$ cat config.mk
export PLATFORM = sky130hd
export DESIGN_NAME = trig_match_unit
export DESIGN_NICKNAME = d
export VERILOG_FILES = /design/src/rtl/tmu_pkg.sv /design/src/rtl/tmu_edge_track.sv /design/src/rtl/tmu_level_cmp.sv /design/src/rtl/tmu_occurrence.sv /design/src/rtl/trig_match_unit.sv
export SDC_FILE = /design/constraint.sdc
export NUM_CORES = 1
export LEC_CHECK = 0
export CAP_MARGIN = 20
export CORE_MARGIN = 2
export CORE_UTILIZATION = 12
export DETAILED_ROUTE_END_ITERATION = 12
export PLACE_DENSITY = 0.8
export SLEW_MARGIN = 20
export SYNTH_ARGS = -nofsm -noshare
export SYNTH_HDL_FRONTEND = slang
export SYNTH_HIERARCHICAL = 1
export SYNTH_SLANG_ARGS = --single-unit
$ cat constraint.sdc
create_clock -name clk -period 1.98 [get_ports clk]
set_clock_uncertainty 0.1 [all_clocks]
set_input_delay 0.198 -clock clk [delete_from_list [all_inputs] [get_ports clk]]
set_output_delay 0.198 -clock clk [all_outputs]
set_load 0.03 [all_outputs]
$ cat src/rtl/tmu_pkg.sv
package tmu_pkg;

  typedef enum logic [1:0] {
    CMP_EQ = 2'd0,
    CMP_NE = 2'd1,
    CMP_GT = 2'd2,
    CMP_LT = 2'd3
  } cmp_op_e;

  localparam int unsigned KIND_BITWISE = 0;
  localparam int unsigned KIND_MAGN    = 1;
  localparam int unsigned KIND_WINDOW  = 2;

  // Reduce the requested type to what the unit may build.
  function automatic int unsigned effective_type(input int unsigned req, input bit grouped);
    int unsigned t;
    t = (req > 5) ? 0 : req;
    if (grouped) t = t % 2;
    return t;
  endfunction

  function automatic int unsigned kind_of(input int unsigned t);
    return t / 2;
  endfunction

  function automatic bit edges_of(input int unsigned t);
    return (t % 2) == 1;
  endfunction

endpackage

$ cat src/rtl/tmu_edge_track.sv
module tmu_edge_track #(
  parameter int unsigned WIDTH = 16
) (
  input  logic             clk,
  input  logic             rst_n,
  input  logic [WIDTH-1:0] probe,
  input  logic [WIDTH-1:0] rise_sel,
  input  logic [WIDTH-1:0] fall_sel,
  output logic             edge_ok
);

  logic [WIDTH-1:0] prev_q;
  logic             hist_q;
  logic [WIDTH-1:0] went_up;
  logic [WIDTH-1:0] went_down;
  logic [WIDTH-1:0] bit_ok;
  logic [WIDTH-1:0] any_sel;

  always_ff @(posedge clk or negedge rst_n) begin
    if (!rst_n) begin
      prev_q <= '0;
      hist_q <= 1'b0;
    end else begin
      prev_q <= probe;
      hist_q <= 1'b1;
    end
  end

  always_comb begin
    went_up   = probe & ~prev_q;
    went_down = ~probe & prev_q;
    any_sel   = rise_sel | fall_sel;
    bit_ok    = ~any_sel | (rise_sel & went_up) | (fall_sel & went_down);
    // without history no flagged bit may pass
    edge_ok   = (&bit_ok) & (hist_q | ~(|any_sel));
  end

endmodule

$ cat src/rtl/tmu_level_cmp.sv
module tmu_level_cmp
  import tmu_pkg::*;
#(
  parameter int unsigned WIDTH = 16,
  parameter int unsigned KIND  = 0
) (
  input  logic [WIDTH-1:0] probe,
  input  logic [WIDTH-1:0] value,
  input  logic [WIDTH-1:0] care,
  input  logic [WIDTH-1:0] high,
  input  logic             negate,
  input  logic [1:0]       op,
  output logic             level_ok
);

  generate
    if (KIND == KIND_WINDOW) begin : g_window
      logic at_or_above_low;
      logic at_or_below_high;
      logic unused_win;
      assign at_or_above_low  = (probe >= value);
      assign at_or_below_high = (probe <= high);
      assign level_ok   = (at_or_above_low & at_or_below_high) ^ negate;
      assign unused_win = ^{care, op};
    end else if (KIND == KIND_MAGN) begin : g_magn
      logic [WIDTH-1:0] lhs;
      logic [WIDTH-1:0] rhs;
      cmp_op_e          sel;
      logic             unused_mag;
      assign unused_mag = ^{high, negate};
      always_comb begin
        lhs = probe & care;
        rhs = value & care;
        sel = cmp_op_e'(op);
        case (sel)
          CMP_EQ:  level_ok = (lhs == rhs);
          CMP_NE:  level_ok = (lhs != rhs);
          CMP_GT:  level_ok = (lhs > rhs);
          CMP_LT:  level_ok = (lhs < rhs);
          default: level_ok = 1'b0;
        endcase
      end
    end else begin : g_bitwise
      logic unused_bw;
      assign level_ok  = (((probe ^ value) & care) == '0);
      assign unused_bw = ^{high, negate, op};
    end
  endgenerate

endmodule

$ cat src/rtl/tmu_occurrence.sv
module tmu_occurrence #(
  parameter int unsigned CNT_W = 0
) (
  input  logic                                clk,
  input  logic                                rst_n,
  input  logic                                hit,
  input  logic                                arm,
  input  logic [((CNT_W > 0) ? CNT_W : 1)-1:0] target,
  output logic                                fired
);

  logic done_q;

  generate
    if (CNT_W == 0) begin : g_first
      logic unused_tgt;
      assign unused_tgt = ^target;
      always_ff @(posedge clk or negedge rst_n) begin
        if (!rst_n)      done_q <= 1'b0;
        else if (arm)    done_q <= 1'b0;
        else if (hit)    done_q <= 1'b1;
      end
    end else begin : g_count
      logic [CNT_W-1:0] cnt_q;
      logic [CNT_W:0]   need;
      logic [CNT_W:0]   next_cnt;
      assign need     = (target == '0) ? {{CNT_W{1'b0}}, 1'b1} : {1'b0, target};
      assign next_cnt = {1'b0, cnt_q} + {{CNT_W{1'b0}}, 1'b1};
      always_ff @(posedge clk or negedge rst_n) begin
        if (!rst_n) begin
          cnt_q  <= '0;
          done_q <= 1'b0;
        end else if (arm) begin
          cnt_q  <= '0;
          done_q <= 1'b0;
        end else if (hit && !done_q) begin
          cnt_q <= next_cnt[CNT_W-1:0];
          if (next_cnt >= need) done_q <= 1'b1;
        end
      end
    end
  endgenerate

  assign fired = done_q;

endmodule

$ cat src/rtl/trig_match_unit.sv
module trig_match_unit
  import tmu_pkg::*;
#(
  parameter int unsigned WIDTH      = 16,
  parameter int unsigned MATCH_TYPE = 0,
  parameter int unsigned GROUPED    = 0,
  parameter int unsigned CNT_W      = 0
) (
  input  logic                                clk,
  input  logic                                rst_n,
  input  logic [WIDTH-1:0]                    probe,
  input  logic [WIDTH-1:0]                    cfg_value,
  input  logic [WIDTH-1:0]                    cfg_care,
  input  logic [WIDTH-1:0]                    cfg_high,
  input  logic [WIDTH-1:0]                    cfg_rise,
  input  logic [WIDTH-1:0]                    cfg_fall,
  input  logic [1:0]                          cfg_op,
  input  logic                                cfg_negate,
  input  logic [((CNT_W > 0) ? CNT_W : 1)-1:0] cfg_target,
  input  logic                                arm,
  output logic                                match_raw,
  output logic                                match_count
);

  localparam int unsigned EFF_TYPE = effective_type(MATCH_TYPE, GROUPED != 0);
  localparam int unsigned KIND     = kind_of(EFF_TYPE);
  localparam bit          EDGES    = edges_of(EFF_TYPE);

  logic [WIDTH-1:0] care_eff;
  logic             level_ok;
  logic             edge_ok;
  logic             hit;
  logic             raw_q;

  generate
    if (EDGES) begin : g_edges
      tmu_edge_track #(.WIDTH(WIDTH)) u_edge (
        .clk      (clk),
        .rst_n    (rst_n),
        .probe    (probe),
        .rise_sel (cfg_rise),
        .fall_sel (cfg_fall),
        .edge_ok  (edge_ok)
      );
      if (KIND == KIND_BITWISE) begin : g_mask_edges
        assign care_eff = cfg_care & ~(cfg_rise | cfg_fall);
      end else begin : g_keep_care
        assign care_eff = cfg_care;
      end
    end else begin : g_no_edges
      logic unused_flags;
      assign unused_flags = ^{cfg_rise, cfg_fall};
      assign edge_ok      = 1'b1;
      assign care_eff     = cfg_care;
    end
  endgenerate

  tmu_level_cmp #(.WIDTH(WIDTH), .KIND(KIND)) u_level (
    .probe    (probe),
    .value    (cfg_value),
    .care     (care_eff),
    .high     (cfg_high),
    .negate   (cfg_negate),
    .op       (cfg_op),
    .level_ok (level_ok)
  );

  assign hit = level_ok & edge_ok;

  always_ff @(posedge clk or negedge rst_n) begin
    if (!rst_n) raw_q <= 1'b0;
    else        raw_q <= hit;
  end

  tmu_occurrence #(.CNT_W(CNT_W)) u_occ (
    .clk    (clk),
    .rst_n  (rst_n),
    .hit    (hit),
    .arm    (arm),
    .target (cfg_target),
    .fired  (match_count)
  );

  assign match_raw = raw_q;

endmodule

==> flow_summary.toml <==
[yosys]
netlist_top_cells_count = "xor2_1, a22oi_1, dfrtp_1, nand4_1"
ys_seq_elements = 2
synth_edf_count = 0
netlist_instances = 30
synth_seq_area_share = 0.181
yosys.area.top_type = "xor2_1"
postSynth.asyncResetShare = 1.00
yosysMostFrequentCell = "xor2_1"
yosys_most_used_dff = "dfrtp_1"
synth_nets = 133
syn_area_sq_um = 277
synth.distinct_cells = 6
synth_area_leaders = "xor2_1, a22oi_1, dfrtp_1, nand4_1, o21ba_1"
synth_top_area_share = 0.507
syn_area_per_cell_sq_um = 9.22
ys_warn_count = 6

[setup_path]
r2r_slack_ns = 1.24
crit_start = "u_occ/fired"
cp-endpoint = "match_count"
worstPathCellList = "clkdlybuf4s50_1"
rr_worst_depth = 1
worst_path_largest_cell_delay_ns = 0.67
regToRegEndpoint = "u_occ/fired"
cp-start-kind = "flop"
end_kind = "output pin"
cp_num_buf_inv = 1
cp_num_cells = 1
crit_slowest_cell = "clkdlybuf4s50_1"
path_class = "flop to output pin"
worstPathRequired_ns = 1.68
r2r_start = "u_occ/fired"
cp_max_fo = 2
path_delay_family = "buffers and inverters"
cp_data_arrival_time_ns = 1.22

[grt]
grt_pass1_wl_um = 1610
grt_use_total = 0.0826
grt.overflow.total = 0
grt_max_degree = 3
grt_pass1_vias = 479
antenna_found_initial = 0

[timing]
finalCriticalPeriod_ns = 1.52
fmax_mhz = 659
drv_slew = 0
finalWorstSetupSlack_ns = 0.463
hold_viol_final = 0
finalSetupTns_ns = 0
setup_viol_count_final = 0
worstMarginPinSlew_ns = 0.305
finalCritPeriodShare = 0.766
rsz0062_at_grt = "no"
slew_headroom = 0.796

[cells_and_area]
layoutNonFillerInstCount = 113
n_antenna_cell = 0
fill_cells = 225
drive_gt1_frac = 0.0353
area_delta_synth_final_pct = 209
nets = 190
fin_area_sq_um = 855

[clock_tree]
cts_root_buffer = "clkbuf_4"
postCtsSetupBuffers = 0
ctsHtreeMaxLevel = 1
cts_buffer_depth = 2
path_clk_slew_ns = 0.03
clock_latency_ns = 0.22
holdBufCountCts = 0
clkSinkCount = 2
cts_tree = "yes"
cts_resized = 0
cts_buffers = 3

[drt]
wl_per_cell_um = 11.0
vias = 451
drt_iter0_drc = 2
dr.pass1.iters = 3
routed_wl_um = 1240
via_per_inst = 3.99
antenna_left = 0
drc_errors = 0

[die]
initial_utilization = 0.126
io_pins = 105
die_h_um = 52.0
die_area_sq_um = 2700
fp.dieW_um = 52.0
core_area_sq_um = 2190
rows = 17

[pwr]
switching_power_mw = 0.0604
power_mw = 0.279
leakage_nw = 0.348
combPwrFrac = 0.532
p_clk_frac = 0.317
pwr-share-seq = 0.151
p_per_area_nw_per_um2 = 327
ir_worst_vdd_v = 0.000148
switching_share = 0.216
intPower_mw = 0.219

[worst_hold_path]
worst_hold_path_type = "input pin to asynchronous set/reset pin"

[outcome]
status = "completed"

[placed_design]
portBuffers = 52
placed_area_sq_um = 832
dp_cells = 110
dp_slack_ns = 0.358
gp_congestion = 0.595
dp_hpwl_um = 1150

[run]
maxCapViolCount = 0
-- kinds of logic (layout without fill, tap and decap cells) --
group                     after synthesis  count (layout)  share of synthesized area
xor gates and xnor gates               16              16                      0.507
AOI/OAI and AO/OA                       9               9                      0.253
and+or+nand+nor                         3               3                     0.0588
DFF                                     2               2                      0.181
buffers and inverters                   0              55                          0
-- power groups by stage --
stage               Combinational (mW)  Clock [mW]  Sequential, mW
floorplan                       0.0353           0          0.0440
global placement                 0.146           0          0.0425
global route                     0.158      0.0990          0.0422
detailed placement               0.150           0          0.0426
finish                           0.149      0.0887          0.0421
CTS                              0.150      0.0950          0.0421
-- state kept, by name, indices dropped and copies added, names as in the netlist --
register	cells
match_raw	1
u_occ/fired	1
-- per-layer routing --
layer	part of all wire	track usage	up-vias
met4	0	0.0395	0
met2	0.50	0.184	49
met5	0	0	-
met3	0.23	0.0345	0
met1	0.27	0.0518	181
li1	-	-	221
-- placed cells by master (no fill, tap or decap), drive strengths merged --
cell	Yosys	final
clkdlybuf4s50	0	52
xor2	16	16
a22oi	8	8
clkbuf	0	3
dfrtp	2	2
nand4	2	2
nor2	1	1
o21ba	1	1
-- through the flow --
step                 util  hold WS, ns
global placement    0.380        0.269
global route        0.390       0.0351
detailed placement  0.380        0.269
finish              0.390       0.0412
floorplan               -       -0.198
CTS                 0.390       0.0327
-- area by class of cell --
| type | instances | area (sq um) | area share |
|---|---|---|---|
| Timing Repair Buffer | 52 | 520 | 0.609 |
| Sequential cell | 2 | 50.0 | 0.0586 |
| Clock buffer | 3 | 22.5 | 0.0264 |
| Multi-Input combinational cell | 28 | 226 | 0.265 |
| Tap cell | 28 | 35.0 | 0.0410 |
-- worst min path at each step --
stage / start / end / slack [ns]
after floorplan: rst_n / match_raw / -0.20
after global placement: rst_n / u_occ/fired / 0.27
after detailed placement: rst_n / match_raw / 0.27
after CTS: rst_n / u_occ/fired / 0.03
after global routing: rst_n / u_occ/fired / 0.04
final: rst_n / u_occ/fired / 0.04
Power figures use the tool's default switching activity.
